$ cat src/rtl/bil_pkg.sv
package bil_pkg;
  localparam int unsigned REG_W = 16;

  typedef enum logic [1:0] {
    ADDR_ERR  = 2'd0,
    ADDR_EVT  = 2'd1,
    ADDR_MASK = 2'd2,
    ADDR_SYS  = 2'd3
  } reg_addr_e;

  localparam logic [REG_W-1:0] UNLOCK_KEY = 16'hA05F;
  localparam int unsigned SYS_RST_BIT  = 15;
  localparam int unsigned SYS_LOCK_BIT = 14;
endpackage

$ cat src/rtl/bil_err_status.sv
module bil_err_status #(
  parameter int unsigned N = 4
) (
  input  logic         clk_i,
  input  logic         rst_ni,
  input  logic         wr_i,
  input  logic [N-1:0] clr_i,
  input  logic [N-1:0] evt_i,
  output logic [N-1:0] stat_o
);
  logic [N-1:0] stat_q;

  for (genvar g = 0; g < N; g++) begin : g_bit
    always_ff @(posedge clk_i or negedge rst_ni) begin
      if (!rst_ni)             stat_q[g] <= 1'b0;
      else if (evt_i[g])       stat_q[g] <= 1'b1;
      else if (wr_i && clr_i[g]) stat_q[g] <= 1'b0;
    end
  end

  assign stat_o = stat_q;


  err_evt_wins_chk: assert property (@(posedge clk_i) disable iff (!rst_ni)
    (|evt_i) |=> ((stat_q & $past(evt_i)) == $past(evt_i)));


  err_zero_keeps_chk: assert property (@(posedge clk_i) disable iff (!rst_ni)
    (wr_i && clr_i == '0) |=> ((stat_q & $past(stat_q)) == $past(stat_q)));


  err_sticky_chk: assert property (@(posedge clk_i) disable iff (!rst_ni)
    (!wr_i && evt_i == '0) |=> $stable(stat_q));
endmodule

$ cat src/rtl/bil_event_irq.sv
module bil_event_irq #(
  parameter int unsigned N = 8
) (
  input  logic         clk_i,
  input  logic         rst_ni,
  input  logic         stat_wr_i,
  input  logic         mask_wr_i,
  input  logic [N-1:0] wdata_i,
  input  logic [N-1:0] evt_i,
  output logic [N-1:0] stat_o,
  output logic [N-1:0] mask_o,
  output logic         irq_o
);
  logic [N-1:0] stat_q, mask_q, stat_d;
  logic         irq_q;

  // written zeros clear; a same-cycle event still sets its bit
  always_comb begin
    stat_d = stat_q;
    if (stat_wr_i) stat_d = stat_q & wdata_i;
    stat_d = stat_d | evt_i;
  end

  always_ff @(posedge clk_i or negedge rst_ni) begin
    if (!rst_ni) begin
      stat_q <= '0;
      mask_q <= '0;
      irq_q  <= 1'b0;
    end else begin
      stat_q <= stat_d;
      if (mask_wr_i) mask_q <= wdata_i;
      irq_q  <= |(stat_q & mask_q);
    end
  end

  assign stat_o = stat_q;
  assign mask_o = mask_q;
  assign irq_o  = irq_q;


  evt_zero_clear_chk: assert property (@(posedge clk_i) disable iff (!rst_ni)
    (stat_wr_i && wdata_i == '0 && evt_i == '0) |=> (stat_q == '0));


  evt_wins_chk: assert property (@(posedge clk_i) disable iff (!rst_ni)
    (|evt_i) |=> ((stat_q & $past(evt_i)) == $past(evt_i)));


  irq_low_chk: assert property (@(posedge clk_i) disable iff (!rst_ni)
    ((stat_q & mask_q) == '0) |=> !irq_o);


  irq_high_chk: assert property (@(posedge clk_i) disable iff (!rst_ni)
    ((stat_q & mask_q) != '0) |=> irq_o);
endmodule

$ cat src/rtl/bil_sys_lock.sv
module bil_sys_lock #(
  parameter int unsigned      W        = 16,
  parameter logic [W-1:0]     KEY      = 16'hA05F,
  parameter int unsigned      RST_BIT  = 15,
  parameter int unsigned      LOCK_BIT = 14
) (
  input  logic         clk_i,
  input  logic         rst_ni,
  input  logic         wr_i,
  input  logic [W-1:0] wdata_i,
  output logic         rst_out_o,
  output logic         lock_o
);
  logic rst_out_q, lock_q;
  logic key_hit;

  assign key_hit = (wdata_i == KEY);

  always_ff @(posedge clk_i or negedge rst_ni) begin
    if (!rst_ni) begin
      rst_out_q <= 1'b0;
      lock_q    <= 1'b1;
    end else if (wr_i) begin
      if (lock_q) begin
        if (key_hit) lock_q <= 1'b0;
      end else begin
        rst_out_q <= wdata_i[RST_BIT];
        lock_q    <= wdata_i[LOCK_BIT];
      end
    end
  end

  assign rst_out_o = rst_out_q;
  assign lock_o    = lock_q;


  locked_ignore_chk: assert property (@(posedge clk_i) disable iff (!rst_ni)
    (lock_q && wr_i && !key_hit) |=> ($stable(rst_out_q) && lock_q));


  key_unlock_chk: assert property (@(posedge clk_i) disable iff (!rst_ni)
    (lock_q && wr_i && key_hit) |=> (!lock_q && $stable(rst_out_q)));


  relock_chk: assert property (@(posedge clk_i) disable iff (!rst_ni)
    (!lock_q && wr_i && wdata_i[LOCK_BIT]) |=> lock_q);


  no_write_stable_chk: assert property (@(posedge clk_i) disable iff (!rst_ni)
    !wr_i |=> ($stable(lock_q) && $stable(rst_out_q)));
endmodule

$ cat src/rtl/bridge_irq_lock.sv
module bridge_irq_lock
  import bil_pkg::*;
#(
  parameter int unsigned ERR_N   = 4,
  parameter int unsigned ERR_LSB = 12,
  parameter int unsigned EVT_N   = 8
) (
  input  logic             clk_i,
  input  logic             rst_ni,
  input  logic             wr_en_i,
  input  logic [1:0]       addr_i,
  input  logic [REG_W-1:0] wdata_i,
  output logic [REG_W-1:0] rdata_o,
  input  logic [ERR_N-1:0] pci_err_evt_i,
  input  logic [EVT_N-1:0] lb_evt_i,
  output logic             irq_o,
  output logic             rst_out_o
);
  localparam int unsigned EVT_PAD = REG_W - EVT_N;

  logic             err_wr, evt_wr, mask_wr, sys_wr;
  logic [ERR_N-1:0] err_stat;
  logic [EVT_N-1:0] evt_stat, evt_mask;
  logic             lock;

  assign err_wr  = wr_en_i && (addr_i == ADDR_ERR);
  assign evt_wr  = wr_en_i && (addr_i == ADDR_EVT);
  assign mask_wr = wr_en_i && (addr_i == ADDR_MASK);
  assign sys_wr  = wr_en_i && (addr_i == ADDR_SYS);

  bil_err_status #(.N(ERR_N)) i_err (
    .clk_i  (clk_i),
    .rst_ni (rst_ni),
    .wr_i   (err_wr),
    .clr_i  (wdata_i[ERR_LSB +: ERR_N]),
    .evt_i  (pci_err_evt_i),
    .stat_o (err_stat)
  );

  bil_event_irq #(.N(EVT_N)) i_evt (
    .clk_i     (clk_i),
    .rst_ni    (rst_ni),
    .stat_wr_i (evt_wr),
    .mask_wr_i (mask_wr),
    .wdata_i   (wdata_i[EVT_N-1:0]),
    .evt_i     (lb_evt_i),
    .stat_o    (evt_stat),
    .mask_o    (evt_mask),
    .irq_o     (irq_o)
  );

  bil_sys_lock #(
    .W        (REG_W),
    .KEY      (UNLOCK_KEY),
    .RST_BIT  (SYS_RST_BIT),
    .LOCK_BIT (SYS_LOCK_BIT)
  ) i_sys (
    .clk_i     (clk_i),
    .rst_ni    (rst_ni),
    .wr_i      (sys_wr),
    .wdata_i   (wdata_i),
    .rst_out_o (rst_out_o),
    .lock_o    (lock)
  );

  always_comb begin
    rdata_o = '0;
    unique case (addr_i)
      ADDR_ERR:  rdata_o[ERR_LSB +: ERR_N] = err_stat;
      ADDR_EVT:  rdata_o = {{EVT_PAD{1'b0}}, evt_stat};
      ADDR_MASK: rdata_o = {{EVT_PAD{1'b0}}, evt_mask};
      default: begin
        rdata_o[SYS_RST_BIT]  = rst_out_o;
        rdata_o[SYS_LOCK_BIT] = lock;
      end
    endcase
  end


  reset_locked_chk: assert property (@(posedge clk_i)
    !rst_ni |=> (lock && !rst_out_o) || !rst_ni);
endmodule

$ cat config.mk
export PLATFORM = sky130hd
export DESIGN_NAME = bridge_irq_lock
export DESIGN_NICKNAME = d
export VERILOG_FILES = /design/src/rtl/bil_pkg.sv /design/src/rtl/bil_err_status.sv /design/src/rtl/bil_event_irq.sv /design/src/rtl/bil_sys_lock.sv /design/src/rtl/bridge_irq_lock.sv
export SDC_FILE = /design/constraint.sdc
export NUM_CORES = 1
export LEC_CHECK = 0
export BUFFER_PORTS_ARGS = -buffer_cell sky130_fd_sc_hd__buf_2
export CORE_MARGIN = 1.5
export CORE_UTILIZATION = 50
export DETAILED_ROUTE_END_ITERATION = 8
export HOLD_SLACK_MARGIN = 0.15
export PLACE_DENSITY = 0.83
export SYNTH_ARGS = -nofsm -noshare
export SYNTH_HDL_FRONTEND = slang
export SYNTH_SLANG_ARGS = --single-unit
export TNS_END_PERCENT = 30
$ cat constraint.sdc
create_clock -name clk_i -period 2.8 [get_ports clk_i]
set_clock_uncertainty 0.05 [all_clocks]
set_input_delay 0 -clock clk_i [delete_from_list [all_inputs] [get_ports clk_i]]
set_output_delay 0 -clock clk_i [all_outputs]
set_load 0.05 [all_outputs]
==> results by group <==
CTS
  • Root Buffer: clkbuf_4
  • CTS tree: built
  • Setup Buffers After CTS: 0
  • Num CTS Buffers: 3
  • Max clock buf depth: 2
  • Htree depth: 1
  • CTS Sinks: 23
  • Clock slew at the register clock pins of the worst setup and hold paths: 0.12 ns
  • Worst-skew pair later-pin latency: 0.32 ns
  • Hold Buf Count CTS: 39
  • Post-CTS sizing: 0

Yosys
  • Post-synth EDFFs: 0
  • Post-Syn Area: 0.001204 mm2
  • Gate Count Post-Synth: 112
  • FF+latch count, synth: 23
  • Dominant synthesized flop cell: dfrtp_1
  • Most frequent cells after synthesis: dfrtp_1, a22oi_1, o21ai_0
  • Yosys top cell area share: 45.74%
  • Post-synth top area cell: dfrtp_1
  • Unique masters post-synth: 23
  • Seq/Total Area, Yosys: 47.92%
  • Synth area leaders: dfrtp_1, mux2_2, a22oi_1
  • Yosys warns: 0
  • Syn Area/Cell: 10.75 um2
  • Ys async rst share: 100.0%
  • Count leader, synth: dfrtp_1

Die
  • I/O Pins: 51
  • Die Span Y: 52.07 um
  • Initial Util: 53.89%
  • Die ar.: 0.002711 mm2
  • Core area: 0.002233 mm2
  • Row count: 17
  • Die width: 52.07 um

Global routing
  • GRT Residual Overflow: 0
  • Most Crowded Layer GR: met2
  • Global-route wire length before repair: 5.554 mm
  • Met2 usage: 49.58%
  • GRT Total Usage: 28.38%
  • GR Util met1: 32.84%
  • Pin count of the biggest net entering global routing: 14
  • Met3 GRT Util: 4.598%
  • Vias in the first global route: 1256
  • Initial antenna violation count: 0

Critical path
  • Element type at the critical path end: asynchronous set/reset pin
  • WS Path Type: in -> async
  • Crit path DAT: 2.28 ns
  • R2R Setup Slk: 1.42 ns
  • Largest fanout on the critical path: 13
  • Startpoint types: input pin
  • CP max stage cell: dlygate4sd3_1
  • CP required: 3.20 ns
  • Cell Chain, Critical Path: dlygate4sd3_1 > dlygate4sd3_1 > buf_2 > dlygate4sd3_1
  • Most used cell along the critical path: dlygate4sd3_1
  • Max stage delay on crit path: 0.94 ns

STA
  • Setup-failing EPs final: 0
  • Worst slew pin tran: 0.5194 ns
  • Post-route setup TNS: 0 ns
  • Max_slew headroom: 65.26%
  • Fmax: 532.3 MHz
  • Pins over their slew limit: 0
  • Minimum clock period after layout: 1.879 ns
  • Hold Slack: 0.1738 ns
  • Crit share post-route: 67.10%
  • Final Hold Fails: 0
  • RSZ-0062 raised after global routing: no

Layout
  • Area grow syn2layout: 53.85%
  • Fillers: 146
  • Layout cells sized above 1: 30.96%
  • Diode count: 0
  • Multi-input logic area: 585.6 um2
  • Final net count: 236
  • Design area: 0.001852 mm2
  • Register area: 576.8 um2
  • Final Util: 82.91%

Place
  • Sum of net half-perimeters after detailed placement: 2.019 mm
  • Port Buffers: 46
  • GPL Wtd Cong: 0.8360
  • DP Area: 0.001435 mm2

Drt
  • Avg WL per Cell: 14.65 um
  • Routed Wire Length: 3.296 mm
  • Drt first-iter violations: 13
  • Via/cell ratio: 5.262
  • Antenna viol nets, final: 0
  • Pre-Repair DR Iteration Count: 4
  • Vias: 1184
  • Drc violations: 0

Power
  • Leakage power: 0.7991 nW
  • Worst vdd ir: 0.4198 mV
  • PD cells: 422.3 mW/mm2
  • Power Total: 0.7820 mW

Status
  • Status: complete, no violations

Min path
  • Worst hold path class: in -> reg

Flow run
  • Max-Cap Viols: 0
## per-layer routing
metal,wire [um],up-vias
met2,1681,53
met3,184,8
met4,81,0
met5,0,-
met1,1349,564
li1,-,559
## final cells by class
type / count / share of cell area, %
Multi-Input combinational cell: 83 / 31.62
Tap cell: 28 / 1.892
Clock buffer: 4 / 1.419
Inverter: 2 / 0.4054
Sequential cell: 23 / 31.15
Timing Repair Buffer: 85 / 33.51
## flip-flops by register name, summed over array words and instances, names as in the netlist
register / count
i_evt.mask_o: 8
i_evt.stat_o: 8
i_err.stat_o: 4
i_evt.irq_o: 1
i_sys.lock_o: 1
i_sys.rst_out_o: 1
## where the power goes
part	switching [mW]	total (mW)	internal, mW
registers	0.0250	0.387	0.362
logic	0.137	0.242	0.105
clock network	0.0972	0.153	0.0558
total	0.259	0.782	0.523
## logic make-up (layout without fill, tap and decap cells)
kind of cell	after synthesis	in the layout	synth area share, %
other	1	4	0.3116
and+or+nand+nor	38	38	18.30
muxes	9	9	8.420
adders and majority gates	5	5	5.198
AOI/OAI and AO/OA	27	27	15.49
buffers and inverters	9	91	4.366
DFF	23	23	47.92
## placed cells by master, fill, tap and decap left out
master         synthesis  layout
dfstp_2                1       1
nand2b_1               8       8
nand2_2                1       1
a22oi_1               12      12
o41ai_2                1       1
a21o_1                 4       4
nor2b_1                8       8
nand2_1                7       7
and2_1                 2       2
nand4bb_1              1       1
ha_1                   5       5
nand4b_1               2       2
o21ai_0               10      10
or3_1                  1       1
nand3_1                6       6
nand4_1                1       1
dlygate4sd3_1          0      39
buf_2                  3      46
clkbuf_1               0       1
clkbuf_4               0       3
nor2_1                 1       1
inv_1                  2       2
mux2_2                 9       9
dfrtp_1               22      22
conb_1                 1       4
## stage by stage
stage          std cells  setup WS, ns
2_1_floorplan        115         1.287
3_3_place_gp         182         1.538
3_5_place_dp         182         1.487
4_1_cts              225        0.8657
5_1_grt              225        0.7702
6_report             225        0.9213
## critical path: cells and delay by family
| kind | cells | cell delay [ns] |
|---|---|---|
| buffers and inverters | 4 | 2.27 |
## worst paths after layout
check | end | cells after the start | startpoint
worst max-delay path | i_evt.mask_o[2]$_DFFE_PN0P_ | 4 | rst_ni
worst min-delay path | i_sys.rst_out_o$_DFFE_PN0P_ | 4 | wr_en_i
worst max register to register | i_sys.lock_o$_DFFE_PN1P_ | 3 | i_sys.lock_o$_DFFE_PN1P_
worst min register to register | i_evt.mask_o[4]$_DFFE_PN0P_ | 1 | i_evt.mask_o[4]$_DFFE_PN0P_
max in group clk_i | i_sys.lock_o$_DFFE_PN1P_ | 6 | wdata_i[14]
min in group asynchronous | i_evt.stat_o[0]$_DFF_PN0_ | 3 | rst_ni
No activity file was read; power rests on OpenSTA's default activity.
